<file path="src/rtl/hf_pkg.sv">
package hf_pkg;
    localparam int SFD_W     = 16;
    localparam logic [SFD_W-1:0] SFD_PAT = 16'hF3A0;
    localparam int HDR_BITS  = 48;
    localparam int CRC_SPAN  = 32;
    localparam int CRC_W     = 16;
    localparam logic [CRC_W-1:0] CRC_POLY = 16'h1021;
    localparam int NUM_RATES = 4;
    localparam int RATE_W    = $clog2(NUM_RATES);
    localparam int CODE_W    = 8;
    localparam logic [CODE_W-1:0] RATE_CODES [NUM_RATES] =
        '{8'h0A, 8'h14, 8'h37, 8'h6E};
    localparam int CNT_W     = $clog2(HDR_BITS);

    typedef enum logic [1:0] {ST_SEARCH, ST_HEADER, ST_PAYLOAD} rx_state_e;

    typedef struct packed {
        rx_state_e             st;
        logic [SFD_W-1:0]      win;
        logic [HDR_BITS-1:0]   hdr;
        logic [CNT_W-1:0]      cnt;
        logic [CRC_W-1:0]      crc;
        logic [RATE_W-1:0]     rate;
        logic [7:0]            svc;
        logic [15:0]           len;
        logic                  hv;
        logic                  pv;
        logic                  pb;
    } rx_regs_t;
endpackage

</file>
<file path="src/rtl/hf_sfd_match.sv">
module hf_sfd_match #(
    parameter int W = 16,
    parameter logic [W-1:0] PAT = '0
) (
    input  logic [W-1:0] win_q,
    input  logic         bit_in,
    output logic [W-1:0] win_d,
    output logic         hit
);
    // newest bit enters at the top: LSB-first patterns line up after W bits
    assign win_d = {bit_in, win_q[W-1:1]};
    assign hit   = (win_d == PAT);
endmodule

</file>
<file path="src/rtl/hf_crc_step.sv">
module hf_crc_step #(
    parameter int W = 16,
    parameter logic [W-1:0] POLY = '0
) (
    input  logic [W-1:0] crc_q,
    input  logic         bit_in,
    output logic [W-1:0] crc_d
);
    logic fb;
    assign fb    = crc_q[W-1] ^ bit_in;
    assign crc_d = {crc_q[W-2:0], 1'b0} ^ (fb ? POLY : '0);
endmodule

</file>
<file path="src/rtl/hf_rate_dec.sv">
module hf_rate_dec
    import hf_pkg::*;
(
    input  logic [CODE_W-1:0] code,
    output logic [RATE_W-1:0] idx,
    output logic              ok
);
    logic [NUM_RATES-1:0] match;

    for (genvar g = 0; g < NUM_RATES; g++) begin : g_cmp
        assign match[g] = (code == RATE_CODES[g]);
    end

    always_comb begin
        idx = '0;
        for (int i = 0; i < NUM_RATES; i++) begin
            if (match[i]) idx = RATE_W'(i);
        end
    end

    assign ok = |match;
endmodule

</file>
<file path="src/rtl/hdr_framer.sv">
module hdr_framer
    import hf_pkg::*;
(
    input  logic              clk,
    input  logic              rst,
    input  logic              bit_in,
    input  logic              bit_vld,
    input  logic              mac_term,
    output logic [RATE_W-1:0] rate_sel,
    output logic              hdr_vld,
    output logic [7:0]        svc_out,
    output logic [15:0]       len_out,
    output logic              pay_bit,
    output logic              pay_vld
);
    localparam logic [CNT_W-1:0] CNT_LAST = CNT_W'(HDR_BITS - 1);
    localparam logic [CNT_W-1:0] CNT_CRC  = CNT_W'(CRC_SPAN);
    localparam rx_regs_t REGS_RST = '{
        st: ST_SEARCH, win: '0, hdr: '0, cnt: '0, crc: '1,
        rate: '0, svc: '0, len: '0, hv: 1'b0, pv: 1'b0, pb: 1'b0};

    rx_regs_t q, d;

    logic [SFD_W-1:0]    win_shift;
    logic                sfd_hit;
    logic [CRC_W-1:0]    crc_step;
    logic [HDR_BITS-1:0] hdr_shift;
    logic [RATE_W-1:0]   dec_idx;
    logic                dec_ok;
    logic                crc_ok;

    hf_sfd_match #(.W(SFD_W), .PAT(SFD_PAT)) u_sfd (
        .win_q (q.win),
        .bit_in(bit_in),
        .win_d (win_shift),
        .hit   (sfd_hit)
    );

    hf_crc_step #(.W(CRC_W), .POLY(CRC_POLY)) u_crc (
        .crc_q (q.crc),
        .bit_in(bit_in),
        .crc_d (crc_step)
    );

    assign hdr_shift = {bit_in, q.hdr[HDR_BITS-1:1]};

    hf_rate_dec u_rate (
        .code(hdr_shift[CODE_W-1:0]),
        .idx (dec_idx),
        .ok  (dec_ok)
    );

    // CRC register is final once the 32 covered bits have passed
    assign crc_ok = (hdr_shift[HDR_BITS-1 -: CRC_W] == ~q.crc);

    always_comb begin
        d    = q;
        d.hv = 1'b0;
        d.pv = 1'b0;
        if (mac_term) begin
            d.st  = ST_SEARCH;
            d.win = '0;
            d.cnt = '0;
            d.crc = '1;
        end else if (bit_vld) begin
            unique case (q.st)
                ST_SEARCH: begin
                    d.win = win_shift;
                    if (sfd_hit) begin
                        d.st  = ST_HEADER;
                        d.win = '0;
                        d.cnt = '0;
                        d.crc = '1;
                    end
                end
                ST_HEADER: begin
                    d.hdr = hdr_shift;
                    d.cnt = q.cnt + 1'b1;
                    if (q.cnt < CNT_CRC) d.crc = crc_step;
                    if (q.cnt == CNT_LAST) begin
                        d.st  = ST_SEARCH;
                        d.cnt = '0;
                        if (crc_ok && dec_ok) begin
                            d.st   = ST_PAYLOAD;
                            d.rate = dec_idx;
                            d.svc  = hdr_shift[15:8];
                            d.len  = hdr_shift[31:16];
                            d.hv   = 1'b1;
                        end
                    end
                end
                ST_PAYLOAD: begin
                    d.pv = 1'b1;
                    d.pb = bit_in;
                end
                default: d.st = ST_SEARCH;
            endcase
        end
    end

    always_ff @(posedge clk) begin
        if (rst) q <= REGS_RST;
        else     q <= d;
    end

    assign rate_sel = q.rate;
    assign hdr_vld  = q.hv;
    assign svc_out  = q.svc;
    assign len_out  = q.len;
    assign pay_bit  = q.pb;
    assign pay_vld  = q.pv;
endmodule

</file>
<file path="config.mk">
export PLATFORM = sky130hd
export DESIGN_NAME = hdr_framer
export DESIGN_NICKNAME = d
export VERILOG_FILES = /design/src/rtl/hf_pkg.sv /design/src/rtl/hf_sfd_match.sv /design/src/rtl/hf_crc_step.sv /design/src/rtl/hf_rate_dec.sv /design/src/rtl/hdr_framer.sv
export SDC_FILE = /design/constraint.sdc
export NUM_CORES = 1
export LEC_CHECK = 0
export ABC_AREA = 1
export BUFFER_PORTS_ARGS = -buffer_cell sky130_fd_sc_hd__buf_2
export CORE_MARGIN = 3
export CORE_UTILIZATION = 40
export DETAILED_ROUTE_END_ITERATION = 10
export PLACE_DENSITY_LB_ADDON = 0.3
export SETUP_SLACK_MARGIN = 0.1
export SYNTH_ARGS = -nofsm -noshare
export SYNTH_HDL_FRONTEND = slang
export SYNTH_HIERARCHICAL = 1
export SYNTH_SLANG_ARGS = --single-unit
</file>
<file path="constraint.sdc">
create_clock -name clk -period 2.2 [get_ports clk]
set_input_delay 0.11 -clock clk [delete_from_list [all_inputs] [get_ports clk]]
set_output_delay 0.11 -clock clk [all_outputs]
set_load 0.01 [all_outputs]
</file>
Yosys cells after proc, flatten, opt, wreduce, memory -nomap -nowiden
Index checks and enable logic that the tools add are counted.
{"block": "op_classes", "n_addsub": 1, "n_mux": 14, "order_cmp": 1, "n_bitwise": 8, "eq_ne": 12, "n_reduce_logical": 14}
{"op": "one-hot mux 22 bit (2 select lines)", "count": 1}
{"op": "2-to-1 mux 22 bit", "count": 1}
{"op": "2-to-1 mux 18 bit", "count": 1}
{"op": "== test 16 bit", "count": 1}
{"op": "== test 16 bit, second input constant", "count": 1}
{"op": "2-to-1 mux 16 bit", "count": 1}
{"op": "inverter 16 bit", "count": 1}
{"op": "bitwise XOR 16 bit", "count": 1}
{"op": "2-to-1 mux 13 bit", "count": 1}
{"op": "2-to-1 mux 2 bit", "count": 5}
{"op": "AND reduction 3 bit", "count": 3}
{"op": "== test 8 x 4 -> 1 bit, second input constant", "count": 1}
{"op": "== test 8 x 5 -> 1 bit, second input constant", "count": 1}
{"op": "== test 8 x 6 -> 1 bit, second input constant", "count": 1}
{"op": "== test 8 x 7 -> 1 bit, second input constant", "count": 1}
{"op": "AND reduction 4 bit", "count": 2}
{"op": "adder 6 x 1 -> 6 bit, second input constant", "count": 1}
{"op": "== test 6 bit, second input constant", "count": 1}
{"op": "< comparator 6 bit, second input constant", "count": 1}
{"op": "2-to-1 mux 6 bit", "count": 1}
{"op": "!= test 2 bit, second input constant", "count": 3}
{"op": "one-hot mux 2 bit (3 select lines)", "count": 1}
{"op": "inverter 1 bit", "count": 5}
{"op": "AND reduction 5 bit", "count": 1}
{"op": "12 further kinds", "count": 13}
{"block": "word_totals", "reg_bits": 117, "output_inout_bits": 29, "input_bits": 5, "wordCells": 61}

Logic depth before layout (Yosys ltp)
Gate-level depths: netlist (run 1).
{"block": "depth", "word_depth": 6, "depth_mapped": 16, "ltp_nobuf": 15}

By module
The synthesis (run 1) kept the hierarchy.
{"mod": "hdr_framer", "n_inst": 1, "area_each_um2": 5113.7, "cells_each": 694}
{"mod": "hf_sfd_match", "n_inst": 1, "area_each_um2": 206.4, "cells_each": 39}
{"mod": "hf_crc_step", "n_inst": 1, "area_each_um2": 166.4, "cells_each": 29}
{"mod": "hf_rate_dec", "n_inst": 1, "area_each_um2": 146.4, "cells_each": 37}

Least setup slack after synthesis (run 1)
Ideal clock, no wire load.
{"block": "synth_timing", "path_kind": "register to register", "startpoint": "register q, in the netlist hdr_shift[1]", "endpoint": "register q, in the netlist len_out[10]", "arrival_time_ps": 1693, "slack_ps": 394, "required_time_ps": 2087, "path_stages_with_launch": 17, "setup_time_ps": 113, "path_buffers": 1, "path_cell_list": "dfxtp_1 -> inv_1 -> nor2_2 -> nand2_1 -> nor2_2 -> nor2_1 -> nand2_1 -> inv_1 -> nor2_1 -> nand2_1 -> nor2_1 -> nand2_1 -> nor2_2 -> buf_2 -> nand4_1 -> nand2_1 -> nor2_1"}
{"block": "synth_between", "elab_chain_len": 4, "word_cells_on_any_way": 7, "cone_classes": "eq/ne (4); reduce/logical (3)"}
{"element": "from (decl)", "line": "hdr_framer.sv:22", "source": "rx_regs_t q, d;"}
{"element": "from (signal assigned)", "line": "hdr_framer.sv:102", "source": "if (rst) q <= REGS_RST;"}
{"element": "from (signal assigned)", "line": "hdr_framer.sv:103", "source": "else q <= d;"}
{"element": "== test 8 x 4 -> 1 bit (tied with other cells)", "line": "hf_rate_dec.sv:11", "source": "assign match[g] = (code == RATE_CODES[g]);"}
{"element": "OR reduction 4 bit (*)", "line": "hf_rate_dec.sv:21", "source": "assign ok = |match;"}
{"element": "via dec_ok", "line": "hdr_framer.sv:29", "source": "logic dec_ok;"}
{"element": "logical AND 1 bit (*)", "line": "hdr_framer.sv:83", "source": "if (crc_ok && dec_ok) begin"}
{"element": "AND reduction 5 bit (no line) (*)"}
The timed path passes the listed nets; every way through them passes the cells marked *.
A chain may end at the register's enable or synchronous reset.

Worst setup path after layout (run 1)
{"block": "layout_timing", "startpoint": "register q, in the netlist hdr_shift[6]", "endpoint": "register q, in the netlist len_out[7]"}
Same word-level chain as after synthesis.

==> run metrics, run 1 <==
status=finished, final reports clean; cell area after layout=between 0.006 and 0.007 mm^2; max_slew headroom=between 70% and 80%; Final period util=88.91%; Max VDD drop=0.0006011 V; Finish-stage setup viols=0; worst r2r path cells=16; pwr dens=around 780 mW/mm^2; area of the die=0.01543 mm^2; first-pass GRT wire length=20.17 mm; Placed Cells=between 900 and 1000; post-route ant nets=0; Hold WS=0.04537 ns; Hold Crit Class=in -> reg; ANT cells=0; Mapped Area=~0.0056 mm^2; Hold Path Depth=4; core area=0.01345 mm^2; gr ovfl total=0; fin cells=roughly 960; HPWL Detailed=7.517 mm; type of element launching the critical path=flip-flop; FF-to-FF setup slack=0.24 ns; antenna violations before repair=0; Syn Nets=800; max cap viols=0; TritonCTS Buffers=17; reg2reg end=len_out[7]; Clock Skew=0.007369 ns; CTS tree=built; Final Max Slew Viols=0; most common cell type on the critical path=nand2_1; CTS H-tree lvls=4; Vias=4673; Total Routing Usage GR=15.63%; DRC errors left=0; clock buffer depth=2; Buffers & Inverters on Critical Path=3; clock latency on the worst-skew pair=0.42 ns; Root Driver=clkbuf_16; WP data required=2.51 ns; die height=124.2 um; Mapped Cells=794; crit path max-delay cell type=dfxtp_4; clk sinks=between 100 and 150; share of layout cells above drive strength 1=15.52%; Worst setup EP type=flip-flop; Worst Setup EP=len_out[7]; Max Fclk=between 500 and 600 MHz; synth-to-layout area growth=11.75%; kind of critical path=reg -> reg; final worst path period need=1.956 ns; RSZ-0062 raised after global routing=false; Site Rows=42; nets@finish=779; First DRT Iteration DRCs=~330; most common cell after layout, fill and taps aside=nor2_1; most frequent cells in the layout=nor2_1 (123), nand2_1 (116), dfxtp_1 (108), o21ai_0 (86), inv_1 (75); Static Leak=about 2.7 nW; Avg WL per Cell=about 12 um; worst reg2reg startpoint=hdr_shift[6]; RD Place Congestion=0.8254; die width=between 100 and 150 um; Syn. warnings=6; Worst Max-Slew Pin Slew=0.4071 ns; worst setup path startpoint=hdr_shift[6]; Hold Vio Cnt, Final=0; final WL=11.96 mm; I/O Buffers=33; crit path cell chain=inv_1, nor2_2, nand2_1, nor2_2, nor2_2, nand2_1, inv_2, nor2_4, nand2_1, nor2_1, nand2_1, nor2_4, clkbuf_16, nand4_1, nand2_1, nor2_1; DP Area=0.005498 mm^2; drt first pass iters=5; vias per cell=4.858; Setup TNS Final=0 ns; crit-path max FO=13; CP top delay family=simple AND/OR/NAND/NOR gates; vias in the first global route=4409; CP arrival=roughly 2.3 ns; Worst path max stage delay=0.36 ns; CTS clk-pin slew, worst paths=roughly 0.06 ns; largest net degree at the start of global routing=74; Crit path depth=16; syn avg cell area=7.041 um^2; Starting Density=41.56%; Ports=34
[how the worst min path moves through the flow]
stage | start | end | slack [ns]
finish | mac_term | pay_vld | 0.05
global route | bit_vld | q[115] | 0.06
floorplan | rst | pay_bit | 0.18
global placement | rst | pay_bit | 0.35
CTS | mac_term | pay_vld | 0.04
detailed placement | rst | pay_bit | 0.35
[layout make-up]
cell class / count / area (um^2)
inverter: 87 / 329.1
clock buffer: 20 / 456.7
sequential: 115 / 2318
clock inverter: 12 / 131.4
multi-input combinational: 503 / 2431
timing repair buffer: 49 / 360.3
fill: 1378 / 7206
tap: 176 / 220.2
[worst reg2reg max path: stages (launching register included)]
cell and delay (ns):
dfxtp_4 0.36, inv_1 0.05, nor2_2 0.10, nand2_1 0.07, nor2_2 0.14, nor2_2 0.05, nand2_1 0.06, inv_2 0.05
nor2_4 0.08, nand2_1 0.05, nor2_1 0.09, nand2_1 0.10, nor2_4 0.24, clkbuf_16 0.22, nand4_1 0.08, nand2_1 0.08
nor2_1 0.04
[power by group]
| part | total (mW) | switching (mW) | internal, mW |
|---|---|---|---|
| Combinational | 0.0874 | 0.0618 | 0.0257 |
| Clock | 2.70 | 0.980 | 1.72 |
| Sequential | 2.08 | 0.000572 | 2.08 |
[through the flow]
step | total power, mW | utilization [%] | worst slack, ns
after floorplan | 2.190 | - | 0.3943
after global placement | 2.217 | 40.87 | 0.2470
after global routing | 5.049 | 46.44 | 0.08687
final | 4.872 | 46.44 | 0.2439
after detailed placement | 2.216 | 40.87 | 0.2113
after CTS | 4.935 | 45.31 | 0.1850
[sequential cells by signal (all words and copies together), names as in the netlist]
| signal | flops |
|---|---|
| hdr_shift | 47 |
| q | 39 |
| len_out | 16 |
| svc_out | 8 |
| rate_sel | 2 |
| hdr_vld | 1 |
| pay_bit | 1 |
| pay_vld | 1 |
[timing repair]
item	4_1_cts	5_1_grt
resized for setup	0	25
setup endpoints to repair	0	27
endpoints found under the hold margin	3	0
hold buffers	1	0
setup buffers	0	1
[layer usage]
metal	track usage [%]	part of all wire, %	wire (um)	up-vias
met5	0	0	0	-
met2	24.68	46	5533	66
li1	-	-	-	2480
met3	6.057	3.8	453	14
met4	4.836	1.3	153	0
met1	19.74	49	5824	2113
Note: power is estimated with default switching activity, not from simulation.
==> run 2: changes to the inputs <==
--- a/config.mk
+++ b/config.mk
@@ -12,7 +12,7 @@
 export DETAILED_ROUTE_END_ITERATION = 10
 export PLACE_DENSITY_LB_ADDON = 0.3
 export SETUP_SLACK_MARGIN = 0.1
+export SKIP_CTS_REPAIR_TIMING = 1
 export SYNTH_ARGS = -nofsm -noshare
 export SYNTH_HDL_FRONTEND = slang
-export SYNTH_HIERARCHICAL = 1
 export SYNTH_SLANG_ARGS = --single-unit
==> constraint.sdc (replaced) <==
create_clock -name clk -period 2.2 [get_ports clk]
set_input_delay 0.11 -clock clk [delete_from_list [all_inputs] [get_ports clk]]
set_output_delay 0.11 -clock clk [all_outputs]
set_load 0.02 [all_outputs]
==> run 2 against run 1 <==
  * The run now ends with negative hold slack left
  * Area after synthesis is 3.4% lower
  * Fmax up 5.6%
  * Routed wire length fell by 7.5%
  * Clock-buffer cell count up 4
  * Synthesized cell count decreased by 1.3%
  * Core utilization grew 0.44 points
  * Sequential power barely moved
  * Register-to-register slack improved by 0.10 ns
  * Hold slack lost 0.049 ns
  * Clock power shrank 5%
  * First-iteration DRC count decreased by 5.4%
==> run metrics, run 2 <==
I/O Buffers=33; Hold WS=-0.003654 ns; clock buffer depth=2; Setup TNS Final=0 ns; met2 usage in global routing=24.86%; Synth top area share=42.64%; Starting Density=41.76%; Vias=approximately 4500; Clock Skew=0.01799 ns; crit-path max FO=75; largest net degree at the start of global routing=76; WP data required=2.53 ns; CTS tree=built; post-synthesis mux area share=0%; Avg WL per Cell=11.43 um; final WL=11.06 mm; gr ovfl total=0; most frequent cells in the layout=nand2_1 (137), inv_1 (124), dfxtp_1 (115), nor2_1 (110), o21ai_0 (58); type of element launching the critical path=flip-flop; count leader, synth=nand2_1; CP arrival=about 2.2 ns; First DRT Iteration DRCs=314; Yosys cell types=27; Async S/R FF share, synth=0%; CTS clk-pin slew, worst paths=0.06 ns; busiest grt layer=met2; Hold Path Depth=4; nets@finish=approximately 790; Post-Synth Adder-Cell Area=0.2317%; vias in the first global route=just over 4000; largest family of logic cells by synthesized area=simple AND/OR/NAND/NOR gates; Final Max Slew Viols=0; Total Routing Usage GR=15.72%; Seq cells post-synth=115; GR Util met3=4.689%; antenna violations before repair=0; Site Rows=between 40 and 50; vias per cell=~4.7; max_slew headroom=a little over half; post-synthesis simple-gate area fraction=28.13%; core area=approximately 0.013 mm^2; worst r2r path cells=7; pwr dens=791.6 mW/mm^2; worst reg2reg startpoint=q[116]; die width=122.2 um; Post-Synth XOR/XNOR Area=0%; final worst path period need=1.853 ns; Power Total=4.797 mW; Syn. warnings=0; area of the die=~0.015 mm^2; RSZ-0062 raised after global routing=false; ANT cells=0; Post-synth EDFFs=0; Synth Area in Compound Gates=a little over an eighth; kind of critical path=reg -> reg; Max VDD drop=0.0005399 V; worst setup path startpoint=q[116]; violations in the final reports=negative hold slack; Hold Crit Class=in -> reg; TritonCTS Buffers=17; Synth top cells by count=nand2_1 (137), inv_1 (124), dfxtp_1 (115); fin cells=slightly below 1000; max reg flops=between 40 and 50; Static Leak=2.780 nW; Root Driver=clkbuf_16; Final period util=84.23%; Finish-stage setup viols=0; Mapped Area=about 0.0054 mm^2; Synth Flop Type=dfxtp_1; post-route ant nets=0; max cap viols=0; die height=122.2 um; Mapped Cells=around 780; RD Place Congestion=between 0.8 and 0.9; Max Fclk=539.6 MHz; syn avg cell area=6.886 um^2; clock latency on the worst-skew pair=0.42 ns; status=complete, but fails checks; drt first pass iters=6; synth-to-layout area growth=12.24%; Worst Max-Slew Pin Slew=0.6811 ns; HPWL Detailed=~6.9 mm; Ports=34; share of layout cells above drive strength 1=11.68%; HP Start=mac_term; most common cell after layout, fill and taps aside=nand2_1; met1 Use GR=about a fifth; Syn Nets=around 800; Hold Vio Cnt, Final=1; CTS H-tree lvls=4; Placed Cells=938; clk sinks=115; sequential area share after synthesis=42.64%; DRC errors left=0; Worst setup EP type=flip-flop; first-pass GRT wire length=~19 mm; top cells by area, synth=dfxtp_1 (43%), nand2_1 (9.5%), inv_1 (8.6%), nor2_1 (7.6%), o21ai_0 (5.4%); area leader, netlist=dfxtp_1
## run 2: final cells by class
cell class | count | area (um^2)
clock buffers | 24 | 461.7
well taps | 172 | 215.2
multi-input cells | 476 | 2238
inverters | 132 | 499.2
fillers | 1345 | 6868
flip-flops and latches | 115 | 2302
repair buffers | 44 | 262.8
clock inverters | 5 | 80.08
## run 2: worst paths after layout
path	to	slack, ns
setup reg to reg	hdr_shift[8]	0.35
setup / recovery	hdr_shift[8]	0.35
hold / removal	pay_vld	-0.004
hold reg to reg	pay_bit	0.46
## run 2: report_power, final
group          switching [mW]  internal (mW)
clock network           0.893           1.67
logic                  0.0914         0.0407
registers             0.00651           2.09
total                   0.991           3.81
## run 2: worst max-delay path: stages (launching register included)
cell,delay [ns]
dfxtp_1,0.36
inv_2,0.08
nand2_4,0.13
inv_2,0.13
nand2_2,0.15
buf_4,0.55
o21ai_0,0.19
a21oi_1,0.16
## run 2: metrics by stage
stage / worst slack [ns] / hold slack (ns) / cell area (um^2) / utilization, %
after global routing: 0.1303 / 0.03027 / 6060 / 46.87
final: 0.3468 / -0.003654 / 6060 / 46.87
after detailed placement: 0.3033 / 0.3450 / 5504 / 42.58
after global placement: 0.3085 / 0.3461 / 5504 / 42.58
after floorplan: 0.6614 / 0.1791 / 5399 / -
after CTS: 0.2910 / -0.09074 / 6046 / 46.77
## run 2: cells by family (layout without fill, tap and decap cells)
family / Yosys count / in the layout
buf+inv: 193 / 205
compound gates: 131 / 131
simple gates: 344 / 344
fa+ha+maj: 1 / 1
flops: 115 / 115
## run 2: metal layers
metal  up-vias  wire length [um]
li1       2470                 -
met1      1984              5448
met2        63              5056
met3        12               388
met4         0               168
met5         -                 0
==> run 3: changes to the inputs <==
--- a/config.mk
+++ b/config.mk
@@ -5,7 +5,7 @@
 export SDC_FILE = /design/constraint.sdc
 export NUM_CORES = 1
 export LEC_CHECK = 0
-export ABC_AREA = 1
+export ABC_AREA = 0
 export BUFFER_PORTS_ARGS = -buffer_cell sky130_fd_sc_hd__buf_2
 export CORE_MARGIN = 3
 export CORE_UTILIZATION = 40
==> constraint.sdc (replaced) <==
create_clock -name clk -period 1.7 [get_ports clk]
set_input_delay 0.085 -clock clk [delete_from_list [all_inputs] [get_ports clk]]
set_output_delay 0.085 -clock clk [all_outputs]
set_load 0.02 [all_outputs]
==> run 3 against run 2 <==
  * The flow finishes with violations (negative setup slack)
  * Setup slack got worse by 0.54 ns
  * Final cell count fell by 13%
  * Routed wire length grew 2.3%
  * Critical path type unchanged
==> run metrics, run 3 <==
crit-path max FO=7; clk sinks=roughly 120; Hold WS=0.001873 ns; Worst setup EP type=flip-flop; top cells by area, synth=dfxtp_1 (47%), nand2_1 (10%), a21oi_1 (8.9%), nand2b_1 (6.4%), mux2i_1 (4.9%); reg2reg end=len_out[11]; die height=117.2 um; final worst setup slack=-0.1933 ns; post-route ant nets=0; ANT cells=0; filler instances=1004; max cap viols=0; status=complete, but fails checks; HPWL Detailed=approximately 6.6 mm; Power Total=6.224 mW; Avg WL per Cell=13.50 um; WP data required=around 2.0 ns; Worst Max-Slew Pin Slew=0.7173 ns; Synth top cells by count=nand2_1 (137), dfxtp_1 (115), a21oi_1 (88); Syn. warnings=0; Max Fclk=528.2 MHz; fin cells=roughly 840; vias per cell=4.907; First DRT Iteration DRCs=230; Root Driver=clkbuf_16; crit path max-delay cell type=dfxtp_2; Yosys cell types=44; largest net degree at the start of global routing=around 100; RSZ-0062 raised after global routing=true; first-pass GRT wire length=17.28 mm; final WL=11.32 mm; Hold Vio Cnt, Final=0; Hold Crit Class=in -> reg; Seq cells post-synth=115; Post-synth EDFFs=0; pwr dens=approximately 930 mW/mm^2; share of layout cells above drive strength 1=32.79%; worst reg2reg startpoint=q[44]; Static Leak=2.506 nW; Buffers & Inverters on Critical Path=2; Max VDD drop=0.0007848 V; syn avg cell area=between 8 and 9 um^2; WHS Endpoint=q[114]; register area=0.002327 mm^2; Site Rows=39; count leader, synth=nand2_1; clock latency on the worst-skew pair=approximately 0.40 ns; Ports=34; CTS clk-pin slew, worst paths=0.05 ns; DP Area=approximately 0.0056 mm^2; synth-to-layout area growth=34.51%; Core Util, Final=56.60%; CP arrival=2.22 ns; most frequent cells in the layout=nand2_1 (133), dfxtp_1 (99), a21oi_1 (78), buf_4 (64), nand2b_1 (51); clock buffer depth=2; crit path cell chain=xor2_2, nand4_2, nor4_4, and4_1, buf_6, buf_12, mux2i_2; final worst path period need=1.893 ns; max_slew headroom=approximately 52%; TritonCTS Buffers=17; Mapped Cells=592; DRC errors left=0; die width=117.2 um; Final period util=111.4%; Vias=about 4100; Total Routing Usage GR=15.90%; Mapped Area=0.004948 mm^2; Syn Nets=about 600; Synth Flop Type=dfxtp_1; I/O Buffers=33; Synth top area share=46.52%; max reg flops=47; drt first pass iters=5; antenna violations before repair=0; vias in the first global route=3825; Worst path max stage delay=0.34 ns; Async S/R FF share, synth=0%; gr ovfl total=0; CP top delay family=simple AND/OR/NAND/NOR gates; Final Max Slew Viols=0; FF-to-FF setup slack=-0.19 ns; most common cell after layout, fill and taps aside=nand2_1; Starting Density=42.08%; kind of critical path=reg -> reg; Placed Cells=about 800; sequential area share after synthesis=46.52%; Finish-stage setup viols=39; multi-input logic area=0.002618 mm^2; Clock Skew=0.007634 ns; nets@finish=668; core area=0.01176 mm^2; type of element launching the critical path=flip-flop; area of the die=0.01374 mm^2; worst r2r path cells=7; CTS H-tree lvls=4; violations in the final reports=negative setup slack; CTS tree=built; cell area after layout=about 0.0067 mm^2; HP Start=bit_in; RD Place Congestion=0.7872; area leader, netlist=dfxtp_1; Hold Path Depth=3
run 3: changes by cell type in the layout (fill, tap and decap cells not counted), moves of 14 or more:
cell	change
nand3_1	-34
inv_1	-123
mux2i_1	+23
nand4_1	-29
nand2b_1	+51
nor2_1	-87
dfxtp_2	+14
dfxtp_1	-16
o21ai_0	-58
a21oi_1	+21
buf_4	+55
xor2_1	+14
run 3: where the power goes:
part | total [mW] | switching, mW | internal [mW]
clock network | 3.40 | 1.18 | 2.22
registers | 2.70 | 0.000459 | 2.70
logic | 0.128 | 0.0816 | 0.0467
total | 6.22 | 1.26 | 4.96
run 3: final cells by class:
type                    count  share of cell area [%]
multi-input cells         414                   39.32
repair buffers            113                   13.98
inverters                   1                 0.05639
flip-flops and latches    115                   34.96
clock buffers              23                   7.030
clock inverters             8                   1.560
well taps                 164                   3.083
run 3: kinds of logic (layout without fill, tap and decap cells):
logic type | Yosys count | count (layout) | synth area share, %
AND/OR/NAND/NOR | 270 | 270 | 26.42
flip-flops | 115 | 115 | 46.52
AO/OA/AOI/OAI | 99 | 99 | 10.52
buffers and inverters | 63 | 145 | 7.636
multiplexers | 26 | 26 | 5.310
XOR/XNOR | 18 | 18 | 3.338
adder cells (fa/ha/maj) | 1 | 1 | 0.2528
run 3: layer usage:
| metal | track usage, % | share of wire (%) |
|---|---|---|
| met3 | 4.936 | 4.2 |
| met2 | 26.58 | 50 |
| met1 | 19.18 | 44 |
| met5 | 0 | 0 |
| met4 | 5.963 | 0.99 |
run 3: per-stage QoR:
stage,setup slack [ns],setup TNS (ns)
detailed placement,-0.1994,-4.728
global placement,-0.1407,-3.573
floorplan,-0.04510,-0.09021
CTS,-0.2649,-5.840
global route,-0.2804,-7.516
finish,-0.1933,-4.087
run 3: worst max-delay path by stage:
stage | from | to | slack, ns | cells past startpoint
global route | hdr_shift[38] | len_out[11] | -0.28 | 7
finish | q[44] | len_out[11] | -0.19 | 7
CTS | q[43] | len_out[11] | -0.26 | 7
floorplan | hdr_shift[0] | rate_sel[0] | -0.05 | 5
detailed placement | hdr_shift[42] | len_out[3] | -0.20 | 7
global placement | hdr_shift[45] | rate_sel[0] | -0.14 | 6
run 3: worst register-to-register path, cell delays in order, from the launching register on:
cell and delay, ns:
dfxtp_2 0.34, xor2_2 0.21, nand4_2 0.15, nor4_4 0.34, and4_1 0.25, buf_6 0.16
buf_12 0.14, mux2i_2 0.22
